==> src/rtl/sreg_pkg.sv <==
package sreg_pkg;
    localparam int XW = 32;
    localparam int AW = 14;
    localparam int RW = 5;
    localparam logic [5:0] OPC_SREG = 6'b100101;

    typedef enum logic [2:0] {
        OP_IDLE, OP_READ, OP_WRITE, OP_SETB, OP_CLRB, OP_BAD
    } sreg_op_e;

    typedef struct packed {
        sreg_op_e          op;
        logic [RW-1:0]     dst;
        logic [AW-1:0]     field;
    } sreg_dec_t;

    localparam logic [AW-1:0] A_PC    = 14'h0000;
    localparam logic [AW-1:0] A_STAT  = 14'h0001;
    localparam logic [AW-1:0] A_EADDR = 14'h0003;
    localparam logic [AW-1:0] A_ESTAT = 14'h0005;
    localparam logic [AW-1:0] A_FPST  = 14'h0007;
    localparam logic [AW-1:0] A_BRTGT = 14'h000B;
    localparam logic [AW-1:0] A_EDATA = 14'h000D;
    localparam logic [AW-1:0] A_STKLO = 14'h0800;
    localparam logic [AW-1:0] A_STKHI = 14'h0802;
    localparam logic [AW-1:0] A_MPID  = 14'h1000;
    localparam logic [AW-1:0] A_MZONE = 14'h1001;
    localparam logic [AW-1:0] A_MIDX  = 14'h1002;
    localparam logic [AW-1:0] A_MLO   = 14'h1003;
    localparam logic [AW-1:0] A_MHI   = 14'h1004;
    localparam logic [AW-1:0] A_MSRCH = 14'h1005;
    localparam logic [AW-1:0] A_VER   = 14'h2000;

    // storage slots for plain writable registers (status kept apart)
    localparam int NSLOT = 9;
    localparam logic [3:0] SLOT_NONE = 4'hF;

    function automatic logic [3:0] wr_slot(input logic [AW-1:0] a);
        case (a)
            A_FPST:  return 4'd0;
            A_STKLO: return 4'd1;
            A_STKHI: return 4'd2;
            A_MPID:  return 4'd3;
            A_MZONE: return 4'd4;
            A_MIDX:  return 4'd5;
            A_MLO:   return 4'd6;
            A_MHI:   return 4'd7;
            A_MSRCH: return 4'd8;
            default: return SLOT_NONE;
        endcase
    endfunction
endpackage

==> src/rtl/sreg_decode.sv <==
module sreg_decode
    import sreg_pkg::*;
(
    input  logic          issue_i,
    input  logic [XW-1:0] instr_i,
    output sreg_dec_t     dec_o
);
    logic [5:0]    major;
    logic [RW-1:0] f_d;
    logic [RW-1:0] f_s;
    logic [1:0]    kind;

    assign major = instr_i[31:26];
    assign f_d   = instr_i[25:21];
    assign f_s   = instr_i[20:16];
    assign kind  = instr_i[15:14];

    always_comb begin
        dec_o.dst   = f_d;
        dec_o.field = instr_i[AW-1:0];
        dec_o.op    = OP_IDLE;
        if (issue_i && major == OPC_SREG) begin
            unique case (kind)
                2'b11:   dec_o.op = (f_d == '0) ? OP_WRITE : OP_BAD;
                2'b10:   dec_o.op = (f_s == '0) ? OP_READ  : OP_BAD;
                2'b00: begin
                    if (f_s == 5'd0)      dec_o.op = OP_SETB;
                    else if (f_s == 5'd1) dec_o.op = OP_CLRB;
                    else                  dec_o.op = OP_BAD;
                end
                default: dec_o.op = OP_BAD;
            endcase
        end
    end
endmodule

==> src/rtl/sreg_bank.sv <==
module sreg_bank
    import sreg_pkg::*;
#(
    parameter int            VER_COUNT = 12,
    parameter logic [XW-1:0] VER_SEED  = 32'hA500_0000
)(
    input  logic          clk,
    input  logic          rst_n,
    input  logic [AW-1:0] rd_addr_i,
    input  logic [XW-1:0] pc_i,
    output logic [XW-1:0] rd_data_o,
    output logic          rd_hit_o,
    input  logic          wr_en_i,
    input  logic [AW-1:0] wr_addr_i,
    input  logic [XW-1:0] wr_data_i,
    output logic          wr_hit_o,
    input  logic          bit_en_i,
    input  logic [XW-1:0] bit_val_i,
    input  logic          hw_stat_we_i,
    input  logic [XW-1:0] hw_stat_i,
    input  logic          hw_exc_we_i,
    input  logic [XW-1:0] hw_exc_addr_i,
    input  logic [XW-1:0] hw_exc_stat_i,
    input  logic [XW-1:0] hw_exc_data_i,
    input  logic [XW-1:0] hw_br_tgt_i,
    output logic [XW-1:0] status_o
);
    localparam int VIW = (VER_COUNT > 1) ? $clog2(VER_COUNT) : 1;
    localparam logic [AW-1:0] VER_END = A_VER + AW'(VER_COUNT);

    logic [XW-1:0] status_q;
    logic [XW-1:0] exc_addr_q, exc_stat_q, exc_data_q, br_tgt_q;
    logic [XW-1:0] slot_q [NSLOT];
    logic [XW-1:0] ver_w  [VER_COUNT];
    logic [3:0]    wsel, rsel;
    logic [VIW-1:0] vidx;
    logic [AW-1:0]  voff;

    for (genvar g = 0; g < VER_COUNT; g++) begin : g_ver
        assign ver_w[g] = VER_SEED + XW'(g);
    end

    assign wsel     = wr_slot(wr_addr_i);
    assign rsel     = wr_slot(rd_addr_i);
    assign wr_hit_o = (wr_addr_i == A_STAT) || (wsel != SLOT_NONE);
    assign voff     = rd_addr_i - A_VER;
    assign vidx     = voff[VIW-1:0];
    assign status_o = status_q;

    always_ff @(posedge clk or negedge rst_n) begin
        if (!rst_n)                                  status_q <= '0;
        else if (hw_stat_we_i)                       status_q <= hw_stat_i;
        else if (bit_en_i)                           status_q <= bit_val_i;
        else if (wr_en_i && wr_addr_i == A_STAT)     status_q <= wr_data_i;
    end

    always_ff @(posedge clk or negedge rst_n) begin
        if (!rst_n) begin
            exc_addr_q <= '0;
            exc_stat_q <= '0;
            exc_data_q <= '0;
            br_tgt_q   <= '0;
        end else if (hw_exc_we_i) begin
            exc_addr_q <= hw_exc_addr_i;
            exc_stat_q <= hw_exc_stat_i;
            exc_data_q <= hw_exc_data_i;
            br_tgt_q   <= hw_br_tgt_i;
        end
    end

    always_ff @(posedge clk or negedge rst_n) begin
        if (!rst_n) begin
            for (int i = 0; i < NSLOT; i++) slot_q[i] <= '0;
        end else if (wr_en_i && wsel != SLOT_NONE) begin
            slot_q[wsel] <= wr_data_i;
        end
    end

    always_comb begin
        rd_hit_o  = 1'b1;
        rd_data_o = '0;
        if (rd_addr_i >= A_VER && rd_addr_i < VER_END) begin
            rd_data_o = ver_w[vidx];
        end else begin
            case (rd_addr_i)
                A_PC:    rd_data_o = pc_i;
                A_STAT:  rd_data_o = status_q;
                A_EADDR: rd_data_o = exc_addr_q;
                A_ESTAT: rd_data_o = exc_stat_q;
                A_BRTGT: rd_data_o = br_tgt_q;
                A_EDATA: rd_data_o = exc_data_q;
                A_FPST, A_STKLO, A_STKHI, A_MPID, A_MZONE,
                A_MIDX, A_MLO, A_MHI: rd_data_o = slot_q[rsel];
                default: rd_hit_o = 1'b0;
            endcase
        end
    end
endmodule

==> src/rtl/sreg_access_unit.sv <==
module sreg_access_unit
    import sreg_pkg::*;
#(
    parameter int            VER_COUNT = 12,
    parameter logic [31:0]   VER_SEED  = 32'hA500_0000
)(
    input  logic        clk,
    input  logic        rst_n,
    input  logic        issue_i,
    input  logic [31:0] instr_i,
    input  logic [31:0] src_val_i,
    input  logic [31:0] pc_i,
    input  logic        hw_stat_we_i,
    input  logic [31:0] hw_stat_i,
    input  logic        hw_exc_we_i,
    input  logic [31:0] hw_exc_addr_i,
    input  logic [31:0] hw_exc_stat_i,
    input  logic [31:0] hw_exc_data_i,
    input  logic [31:0] hw_br_tgt_i,
    output logic        wr_en_o,
    output logic [4:0]  wr_idx_o,
    output logic [31:0] wr_data_o,
    output logic        illegal_o,
    output logic [31:0] status_o
);
    sreg_dec_t     dec;
    logic [XW-1:0] rdata, status_w, imm_ext, bit_val;
    logic          rhit, whit, bit_en, bank_we;
    logic          en_n, ill_n;
    logic [XW-1:0] data_n;

    sreg_decode u_dec (
        .issue_i (issue_i),
        .instr_i (instr_i),
        .dec_o   (dec)
    );

    assign imm_ext = {{(XW-AW){1'b0}}, dec.field};
    assign bit_en  = (dec.op == OP_SETB) || (dec.op == OP_CLRB);
    assign bit_val = (dec.op == OP_SETB) ? (status_w | imm_ext) : (status_w & ~imm_ext);
    assign bank_we = (dec.op == OP_WRITE);

    sreg_bank #(.VER_COUNT(VER_COUNT), .VER_SEED(VER_SEED)) u_bank (
        .clk           (clk),
        .rst_n         (rst_n),
        .rd_addr_i     (dec.field),
        .pc_i          (pc_i),
        .rd_data_o     (rdata),
        .rd_hit_o      (rhit),
        .wr_en_i       (bank_we),
        .wr_addr_i     (dec.field),
        .wr_data_i     (src_val_i),
        .wr_hit_o      (whit),
        .bit_en_i      (bit_en),
        .bit_val_i     (bit_val),
        .hw_stat_we_i  (hw_stat_we_i),
        .hw_stat_i     (hw_stat_i),
        .hw_exc_we_i   (hw_exc_we_i),
        .hw_exc_addr_i (hw_exc_addr_i),
        .hw_exc_stat_i (hw_exc_stat_i),
        .hw_exc_data_i (hw_exc_data_i),
        .hw_br_tgt_i   (hw_br_tgt_i),
        .status_o      (status_w)
    );

    assign status_o = status_w;

    // output values per operation kind
    always_comb begin
        en_n   = 1'b0;
        ill_n  = 1'b0;
        data_n = '0;
        unique case (dec.op)
            OP_IDLE:  ;
            OP_READ: begin
                en_n   = (dec.dst != '0);
                ill_n  = !rhit;
                data_n = rhit ? rdata : '0;
            end
            OP_WRITE: ill_n = !whit;
            OP_SETB, OP_CLRB: begin
                en_n   = (dec.dst != '0);
                data_n = status_w;
            end
            OP_BAD:   ill_n = 1'b1;
            default:  ill_n = 1'b1;
        endcase
    end

    always_ff @(posedge clk or negedge rst_n) begin
        if (!rst_n) begin
            wr_en_o   <= 1'b0;
            wr_idx_o  <= '0;
            wr_data_o <= '0;
            illegal_o <= 1'b0;
        end else begin
            wr_en_o   <= en_n;
            wr_idx_o  <= dec.dst;
            wr_data_o <= data_n;
            illegal_o <= ill_n;
        end
    end
endmodule

==> config.mk <==
export PLATFORM = sky130hd
export DESIGN_NAME = sreg_access_unit
export DESIGN_NICKNAME = d
export VERILOG_FILES = /design/src/rtl/sreg_pkg.sv /design/src/rtl/sreg_decode.sv /design/src/rtl/sreg_bank.sv /design/src/rtl/sreg_access_unit.sv
export SDC_FILE = /design/constraint.sdc
export NUM_CORES = 1
export LEC_CHECK = 0
export BUFFER_PORTS_ARGS = -buffer_cell sky130_fd_sc_hd__buf_2
export CAP_MARGIN = 20
export CELL_PAD_IN_SITES_DETAIL_PLACEMENT = 0
export CELL_PAD_IN_SITES_GLOBAL_PLACEMENT = 2
export CORE_AREA = 3 3 240 242
export CTS_CLUSTER_DIAMETER = 80
export DETAILED_ROUTE_END_ITERATION = 8
export DIE_AREA = 0 0 243 245
export PLACE_DENSITY = 0.8
export SLEW_MARGIN = 25
export SYNTH_ARGS = -nofsm -noshare
export SYNTH_HDL_FRONTEND = slang
export SYNTH_HIERARCHICAL = 1
export SYNTH_SLANG_ARGS = --single-unit
==> constraint.sdc <==
create_clock -name clk -period 2.7 [get_ports clk]
set_input_delay 0 -clock clk [delete_from_list [all_inputs] [get_ports clk]]
set_output_delay 0 -clock clk [all_outputs]
set_load 0.05 [all_outputs]
==> impl_results.md, run 1 <==
* Outcome: completed
* Port bufs at ~330
* Die height at between 200 and 250 µm
* Critical Path Start Type: input pin
* Final-stage net count at between 2,000 and 3,000
* Maxcap violations at 0
* Synthesized area per cell at between 10 and 15 µm²
* CTS clk-pin slew, worst paths at ~0.06 ns
* Critical path's slowest cell: nor4_1
* Placed instance area at about 0.026 mm²
* Vias per cell at a little under 6
* Worst Path Required at ~3.2 ns
* Sink Count at around 460
* Final ANT Viol Nets at 0
* Most frequent CP cell: buf_4
* Wirelength, routed at between 80,000 and 90,000 µm
* FMAX at 0.391 GHz
* Worst path cell trace: buf_2 > buf_4 > nor4_1 > buf_4 > nand2_1 > buf_4 > nor2_1 > a22o_1 > and2_1 > buf_12 > buf_4 > o211ai_1 > o2111ai_1 > inv_1 > o211ai_1
* Synth warn at 6
* Ys async rst share at 100%
* Worst setup EP type: flop
* Slew @ Worst Pin at between 0.9 and 1 ns
* Placed Cells at about 3,000
* Crit Path Max Fanout at 12
* Number of fill cells in the layout at between 4,000 and 5,000
* Routed length per placed instance at between 20 and 30 µm
* Initial antenna violation count at 7
* Routability Congestion at about 0.89
* Largest net degree at the start of global routing at 100
* CP max stage delay at ~0.50 ns
* Global-route wire length before repair at around 130,000 µm
* H-Tree Depth at 2
* Clock latency on the worst-skew pair at 0.61 ns
* Die Area at slightly below 0.06 mm²
* Fin cells at 3,300
* DR iter-0 viols at about 1,600
* Area growth syn-to-layout at 32.5%
* Cell chosen for the clock root: clkbuf_16
* Pre-CTS WS at -0.411 ns
* Slew HR at 38.1%
* Number of synthesized flops with an enable pin at 0
* Min cycle time layout at 2.56 ns
* Peak supply drop at approximately 0.45 mV
* Hold_ws at ~0.04 ns
* Yosys cell types at 73
* Final instance area at about 0.030 mm²
* Sequential share of the synthesized area at between 50% and 60%
* Gr ovfl total at 0
* DR pass1 iterations at 9
* CTS max path bufs at 3
* Via count at 19,100
* HPWL Detailed at ~58,000 µm
* Post-CTS setup buffer count at 0
* Num ports at around 330
* Initial core utilization at slightly above 40%
* Setup crit end: wr_data_o[19]$_DFF_PN0_
* Chip Width at 243 µm
* Synth Instances at approximately 1,900
* Critical path class: in2reg
* Max Slew Vio Count at 0
* RSZ-0062 raised after global routing: false
* Share of cells above drive strength 1 at about two fifths
* Synth Cell Area at around 0.023 mm²
* TritonCTS Buffers at 50
* Gr usage total at 28.0%
* Setup TNS at 0 ns
* Setup ws final at 0.141 ns
* Post-synthesis register bit count at around 460
* Core area at 0.0553 mm²
* Cell Pwr Density at 529 mW/mm²
* Core Rows at 86
* Crit Reg-Reg Startpoint: u_bank/exc_addr_q[31]$_DFFE_PN0P_
* Vias in the first global route at approximately 20,000
* Critical path launch point: instr_i[4]
* Worst Path Arrival at 3.06 ns
* Final setup vio count at 0
* Worst hold path type: in2reg
* R2R depth at 5
* Synthesized Nets at 2,194
* Hold Vio Cnt, Final at 0
* CTS tree: built
* Synth Flop Type: dfrtp_1
* Internal reg-to-reg setup slack at roughly 0.95 ns
* DRC at 0
* Lkg Pwr at between 10 and 15 nW
* Reg-to-Reg End: wr_data_o[31]$_DFF_PN0_
* Part of the cycle the worst path needs at a little over nine tenths
* Worst clock skew at 0.0228 ns
-- sequential cells by signal, indices dropped and copies added (netlist names) --
name,count
u_bank/exc_addr_q,32
u_bank/exc_data_q,32
illegal_o,1
wr_data_o,32
u_bank/slot_q,256
wr_idx_o,5
u_bank/br_tgt_q,32
u_bank/exc_stat_q,32
u_bank/status_o,32
wr_en_o,1
-- repair_timing --
item                       in CTS  in global routing
setup endpoints to repair       0                 18
hold endpoints to repair      896                  0
resized for setup               0                  1
hold buffers                  218                  0
-- report_power, final --
group          internal (W)  leakage [nW]  switching [W]
combinational      0.000705          6.68       0.000860
clock               0.00411         0.824        0.00293
sequential          0.00707          6.00       0.000221
total                0.0119          13.5        0.00401
-- layout make-up --
type | instances | area [µm²] | area share (%)
clock inverters | 19 | 219 | 0.729
well taps | 748 | 936 | 3.11
repair buffers | 732 | 5640 | 18.8
inverters | 39 | 146 | 0.487
flip-flops and latches | 455 | 11400 | 37.9
clock buffers | 70 | 1450 | 4.81
multi-input cells | 1233 | 10300 | 34.2
diodes | 4 | 10.0 | 0.0333
-- worst max-delay path: cells and delay by family --
family                 cells  cell delay, ns
AOI/OAI and AO/OA          4            0.88
buffers and inverters      7            1.05
and+or+nand+nor            4            1.10
-- cells in the mapped netlist, types with 4 or more instances --
library cell  number  area share (%)
a21oi_1           76             1.7
a221o_1            5            0.22
a221oi_1          29             1.1
a222oi_1          46             2.0
a22o_1             9            0.35
a22oi_1           17            0.56
a32oi_1            5            0.19
and2_1             5            0.14
and3_1             6            0.17
buf_1             35            0.58
buf_2             34            0.75
buf_4             36             1.2
buf_6              4            0.20
clkbuf_1          96             1.6
dfrtp_1          455              50
inv_1             39            0.65
mux2_1            13            0.65
mux2_2           383              19
mux2_4             9            0.60
mux2i_1           42             1.9
nand2_1          118             2.0
nand2b_1           5            0.14
nand3_1           50             1.1
nand4b_1          33             1.3
nand4bb_1         33             1.6
nor2_1            71             1.2
nor2_2             4            0.11
nor2b_1            6            0.17
nor3_1            14            0.31
nor4_1             8            0.22
o2111ai_1         23            0.89
o211ai_1          53             1.8
o211ai_2           7            0.39
o21ai_0           60             1.3
o21ai_1            6            0.13
o221ai_1           7            0.27
o22ai_1            7            0.19
o32a_1             4            0.18
o32ai_1           21            0.81
or3_1              7            0.19
or4_1              5            0.17
-- worst min-delay path by stage --
stage          startpoint                             to  cells past startpoint
4_1_cts           pc_i[9]         wr_data_o[9]$_DFF_PN0_                      6
2_1_floorplan       rst_n            illegal_o$_DFF_PN0_                      0
5_1_grt          pc_i[27]        wr_data_o[27]$_DFF_PN0_                      6
3_3_place_gp        rst_n  u_bank/slot_q[47]$_DFFE_PN0P_                      1
3_5_place_dp        rst_n  u_bank/slot_q[45]$_DFFE_PN0P_                      1
6_report         pc_i[27]        wr_data_o[27]$_DFF_PN0_                      6
-- through the flow --
step,utilization [%],power [W]
CTS,54.3,0.0160
floorplan,-,0.00801
global route,54.3,0.0165
detailed placement,47.3,0.00871
global placement,47.3,0.00867
finish,54.3,0.0159
-- per-layer routing --
metal	vias to the layer above	GRT usage, %	wire [µm]
met2	736	46.9	40400
met5	-	0	13
met3	134	4.70	5240
met1	9847	37.7	36200
met4	2	7.93	2270
li1	8385	-	-
-- kinds of logic after synthesis --
kind of cell,after synthesis,synth area share (%)
multiplexers,447,22.1
AO/OA/AOI/OAI,401,13.1
buffers and inverters,245,4.98
AND/OR/NAND/NOR,384,9.57
flip-flops,455,50.2
XOR/XNOR,1,0.0386
-- layout by cell type (no fill, tap or decap), drive strengths merged, types with 42 or more instances in the layout --
cell	synthesis	layout
clkbuf	97	70
o211ai	60	60
dlygate4sd3	0	217
mux2	405	405
dfrtp	455	455
nand2	118	118
a222oi	46	46
nand3	50	50
buf	109	515
a21oi	76	76
o21ai	67	67
nor2	75	75
mux2i	42	42
Power figures use the tool's default switching activity.
==> run 2, diff against run 1 <==
--- a/config.mk
+++ b/config.mk
@@ -9,13 +9,12 @@
 export CAP_MARGIN = 20
 export CELL_PAD_IN_SITES_DETAIL_PLACEMENT = 0
 export CELL_PAD_IN_SITES_GLOBAL_PLACEMENT = 2
-export CORE_AREA = 3 3 240 242
+export CORE_AREA = 3 3 233 235
 export CTS_CLUSTER_DIAMETER = 80
 export DETAILED_ROUTE_END_ITERATION = 8
-export DIE_AREA = 0 0 243 245
+export DIE_AREA = 0 0 236 238
 export PLACE_DENSITY = 0.8
 export SLEW_MARGIN = 25
 export SYNTH_ARGS = -nofsm -noshare
 export SYNTH_HDL_FRONTEND = slang
-export SYNTH_HIERARCHICAL = 1
 export SYNTH_SLANG_ARGS = --single-unit
==> impl_results.md, run 2 <==
* Reg-to-Reg End: wr_data_o[18]$_DFF_PN0_
* Wirelength, routed at 75,600 µm (-10%)
* Num ports at 332 (unchanged)
* Critical path class: in2reg
* Global-route wire length before repair at 114,000 µm (-10%)
* Yosys cell types at 73 (unchanged)
* Gate power share at 9.8% (about the same)
* Min cycle time layout at 2.61 ns (+0.0508 ns)
* Buf+Inv Stages, Crit Path at 5 (-2)
* Cell taking the most area after synthesis: dfrtp_1
* Clock latency on the worst-skew pair at 0.60 ns (about the same)
* Worst clock skew at 0.0260 ns (+0.00311 ns)
* Post-synthesis register bit count at 456 (+0.22%)
* Clk pwr share at 45.1% (+0.8 points)
* Synth warn at 0 (-6)
* Vias in the first global route at 18,500 (-6.6%)
* Register area at 0.0114 mm² (+0.22%)
* Cell chosen for the clock root: clkbuf_16
* Top cells by area, synth: dfrtp_1 53%, mux2_2 18%, mux2i_1 3.6%
* Hold Vio Cnt, Final at 0 (unchanged)
* Crit Path Max Fanout at 11 (-1)
* Pre-CTS WS at -0.338 ns (+0.0737 ns)
* Synth Cell Area at 0.0214 mm² (-5.5%)
* Commonest cells in the netlist: 456 x dfrtp_1, 350 x mux2_2, 104 x a21oi_1
* Core area at 0.0524 mm² (-5.2%)
* Largest Register: u_bank.slot_q
* Synthesized area per cell at 12.5 µm² (+6.8%)
* Setup TNS at 0 ns (unchanged)
* Number of synthesized flops with an enable pin at 0 (unchanged)
* Largest net degree at the start of global routing at 89 (-11%)
* Area growth syn-to-layout at 36.4%
* Share of cells above drive strength 1 at 42.6% (+2.1 points)
* Critical Path Start Type: input pin
* CTS clk-pin slew, worst paths at 0.06 ns (about the same)
* Worst Path Required at 3.16 ns (-0.04 ns)
* P_sw at 0.00398 W (-0.73%)
* Maxcap violations at 0 (unchanged)
* Setup ws final at 0.0904 ns (-0.0508 ns)
* H-Tree Depth at 2 (unchanged)
* Worst Path Arrival at 3.07 ns (about the same)
* Port bufs at 331 (unchanged)
* Sink Count at 456 (+0.22%)
* Cell internal pwr at 0.0122 W (+2.4%)
* Multi-input logic area at 0.00920 mm² (-10%)
* Hold path depth at 5 (-1)
* Final setup vio count at 0 (unchanged)
* TritonCTS Buffers at 51 (+2.0%)
* Final ANT Viol Nets at 0 (unchanged)
* Internal reg-to-reg setup slack at 0.96 ns (about the same)
* Crit Reg-Reg Startpoint: u_bank.status_o[18]$_DFFE_PN0P_
* Worst setup EP type: flop
* Count leader, synth: dfrtp_1
* FMAX at 0.383 GHz (-1.9%)
* HPWL Detailed at 53,100 µm (-8.7%)
* Largest register FFs at 257 (+0.39%)
* Final core utilization at 55.7% (+1.4 points)
* Gr ovfl total at 0 (unchanged)
* Ys async rst share at 100% (unchanged)
* Final-stage net count at 2,598 (-6.3%)
* Sequential share of the synthesized area at 53.2% (+3.0 points)
* Lkg Pwr at 13.6 nW (+0.69%)
* HP Start: pc_i[10]
* Vias per cell at 5.63 (-2.8%)
* Most frequent cells in the layout: 456 x dfrtp_1, 350 x mux2_2, 329 x buf_2
* Die Area at 0.0562 mm² (-5.7%)
* WHS Endpoint: wr_data_o[10]$_DFF_PN0_
* CP max stage delay at 0.62 ns (+0.12 ns)
* Synth top area share at 53.2% (+3.0 points)
* CTS max path bufs at 3 (unchanged)
* DR pass1 iterations at 7 (-2)
* R2R depth at 6 (+1)
* Synth Instances at 1,711 (-11%)
* Via count at 17,300 (-9.4%)
* Slew @ Worst Pin at 0.710 ns (-0.212 ns)
* Worst hold path type: in2reg
* Peak supply drop at 0.499 mV (+9.9%)
* Initial core utilization at 40.9% (-0.14 points)
* Worst path cell trace: buf_2 > or4_1 > buf_4 > buf_4 > or4_1 > nor3_4 > buf_6 > nor3_1 > o22ai_1 > a21oi_1 > dlygate4sd3_1
* Part of the cycle the worst path needs at 96.7% (+1.9 points)
* Synthesized Nets at 1,972 (-10%)
* Routability Congestion at 0.859 (-3.0%)
* Core Rows at 84 (-2.3%)
* Cell Pwr Density at 553 mW/mm² (+4.5%)
* DR iter-0 viols at 1,413 (-13%)
* CTS tree: built
* Slew HR at 52.7% (+15 points)
* Gr usage total at 26.4% (-1.6 points)
* Number of fill cells in the layout at 4,426 (-8.2%)
* Die height at 238 µm (-2.9%)
* Outcome: completed
* Critical path's slowest cell: or4_1
* CP top delay family: simple AND/OR/NAND/NOR gates
* Initial antenna violation count at 8 (+1)
* Commonest non-fill, non-tap cell in the layout: dfrtp_1
* Synth Flop Type: dfrtp_1
* Seq pwr share at 45.1% (-0.8 points)
* Chip Width at 236 µm (-2.9%)
* Sw Share at 24.6% (-0.59 points)
* Routed length per placed instance at 24.6 µm (-3.5%)
* Max Slew Vio Count at 0 (unchanged)
* RSZ-0062 raised after global routing: false
* DRC at 0 (unchanged)
run 2: changes by cell type in the layout (fill, tap and decap cells not counted), moves of 20 or more:
cell,previous run,this run
nand3_1,50,7
o221ai_1,7,46
mux2i_1,42,77
o211ai_1,53,18
mux2_2,383,350
nand4bb_1,32,0
nand4b_1,33,2
nor2_1,68,37
a21oi_1,75,104
buf_4,152,126
o21ai_0,60,37
mux2_4,9,30
nand2_1,118,97
o2111ai_1,23,3
run 2: logic make-up after synthesis:
| kind of cell | Yosys count | synth area share, % |
|---|---|---|
| mux | 463 | 24.4 |
| flops | 456 | 53.2 |
| compound gates | 380 | 12.8 |
| simple gates | 217 | 5.24 |
| buf+inv | 195 | 4.28 |
run 2: how the worst max path moves through the flow:
stage | startpoint | end | depth (start not counted)
6_report | instr_i[5] | illegal_o$_DFF_PN0_ | 11
3_5_place_dp | instr_i[5] | wr_data_o[14]$_DFF_PN0_ | 10
4_1_cts | instr_i[7] | u_bank.slot_q[232]$_DFFE_PN0P_ | 12
2_1_floorplan | instr_i[11] | u_bank.slot_q[193]$_DFFE_PN0P_ | 12
5_1_grt | instr_i[13] | wr_data_o[22]$_DFF_PN0_ | 13
3_3_place_gp | instr_i[5] | wr_data_o[14]$_DFF_PN0_ | 10
run 2: worst reg2reg max path: stages, from the launching register on:
cell and delay (ns):
dfrtp_1 0.46, mux2i_1 0.15, nor2_1 0.06, a21oi_1 0.11, o21ai_0 0.09, a211oi_1 0.53
a32oi_1 0.18
run 2: repair_timing:
action                     CTS  global route
resized for setup            0            10
hold endpoints to repair   603             0
hold buffers               226             0
setup buffers                0             0
setup endpoints to repair    0           195
run 2: per-layer routing:
| metal | part of all wire [%] | GRT usage, % | vias to the layer above |
|---|---|---|---|
| li1 | - | - | 7694 |
| met1 | 41 | 33.3 | 8910 |
| met2 | 50 | 46.2 | 553 |
| met3 | 4.3 | 3.18 | 154 |
| met4 | 4.2 | 11.0 | 0 |
| met5 | 0 | 0 | - |
run 2: power groups by stage:
stage | logic (W) | registers (W) | clock network, W
2_1_floorplan | 0.000489 | 0.00754 | 0
3_3_place_gp | 0.00129 | 0.00739 | 0
3_5_place_dp | 0.00132 | 0.00740 | 0
4_1_cts | 0.00159 | 0.00728 | 0.00742
5_1_grt | 0.00170 | 0.00731 | 0.00767
6_report | 0.00159 | 0.00729 | 0.00728
run 2: layout make-up:
class	instances	share of cell area, %
Sequential cell	456	39.0
Multi-Input combinational cell	1060	31.5
Timing Repair Buffer	731	20.0
Clock buffer	76	5.21
Tap cell	688	2.95
Clock inverter	18	0.826
Inverter	37	0.475
Antenna cell	9	0.0771
run 2: stage by stage:
stage	area, µm²	power (W)	hold slack (ns)	instances
finish	29200	0.0161	0.00644	3075
global route	29200	0.0167	0.0122	3074
CTS	29200	0.0163	0.000886	3066
global placement	25100	0.00868	0.0588	2746
floorplan	21400	0.00803	-0.296	1711
detailed placement	25100	0.00872	0.0595	2746
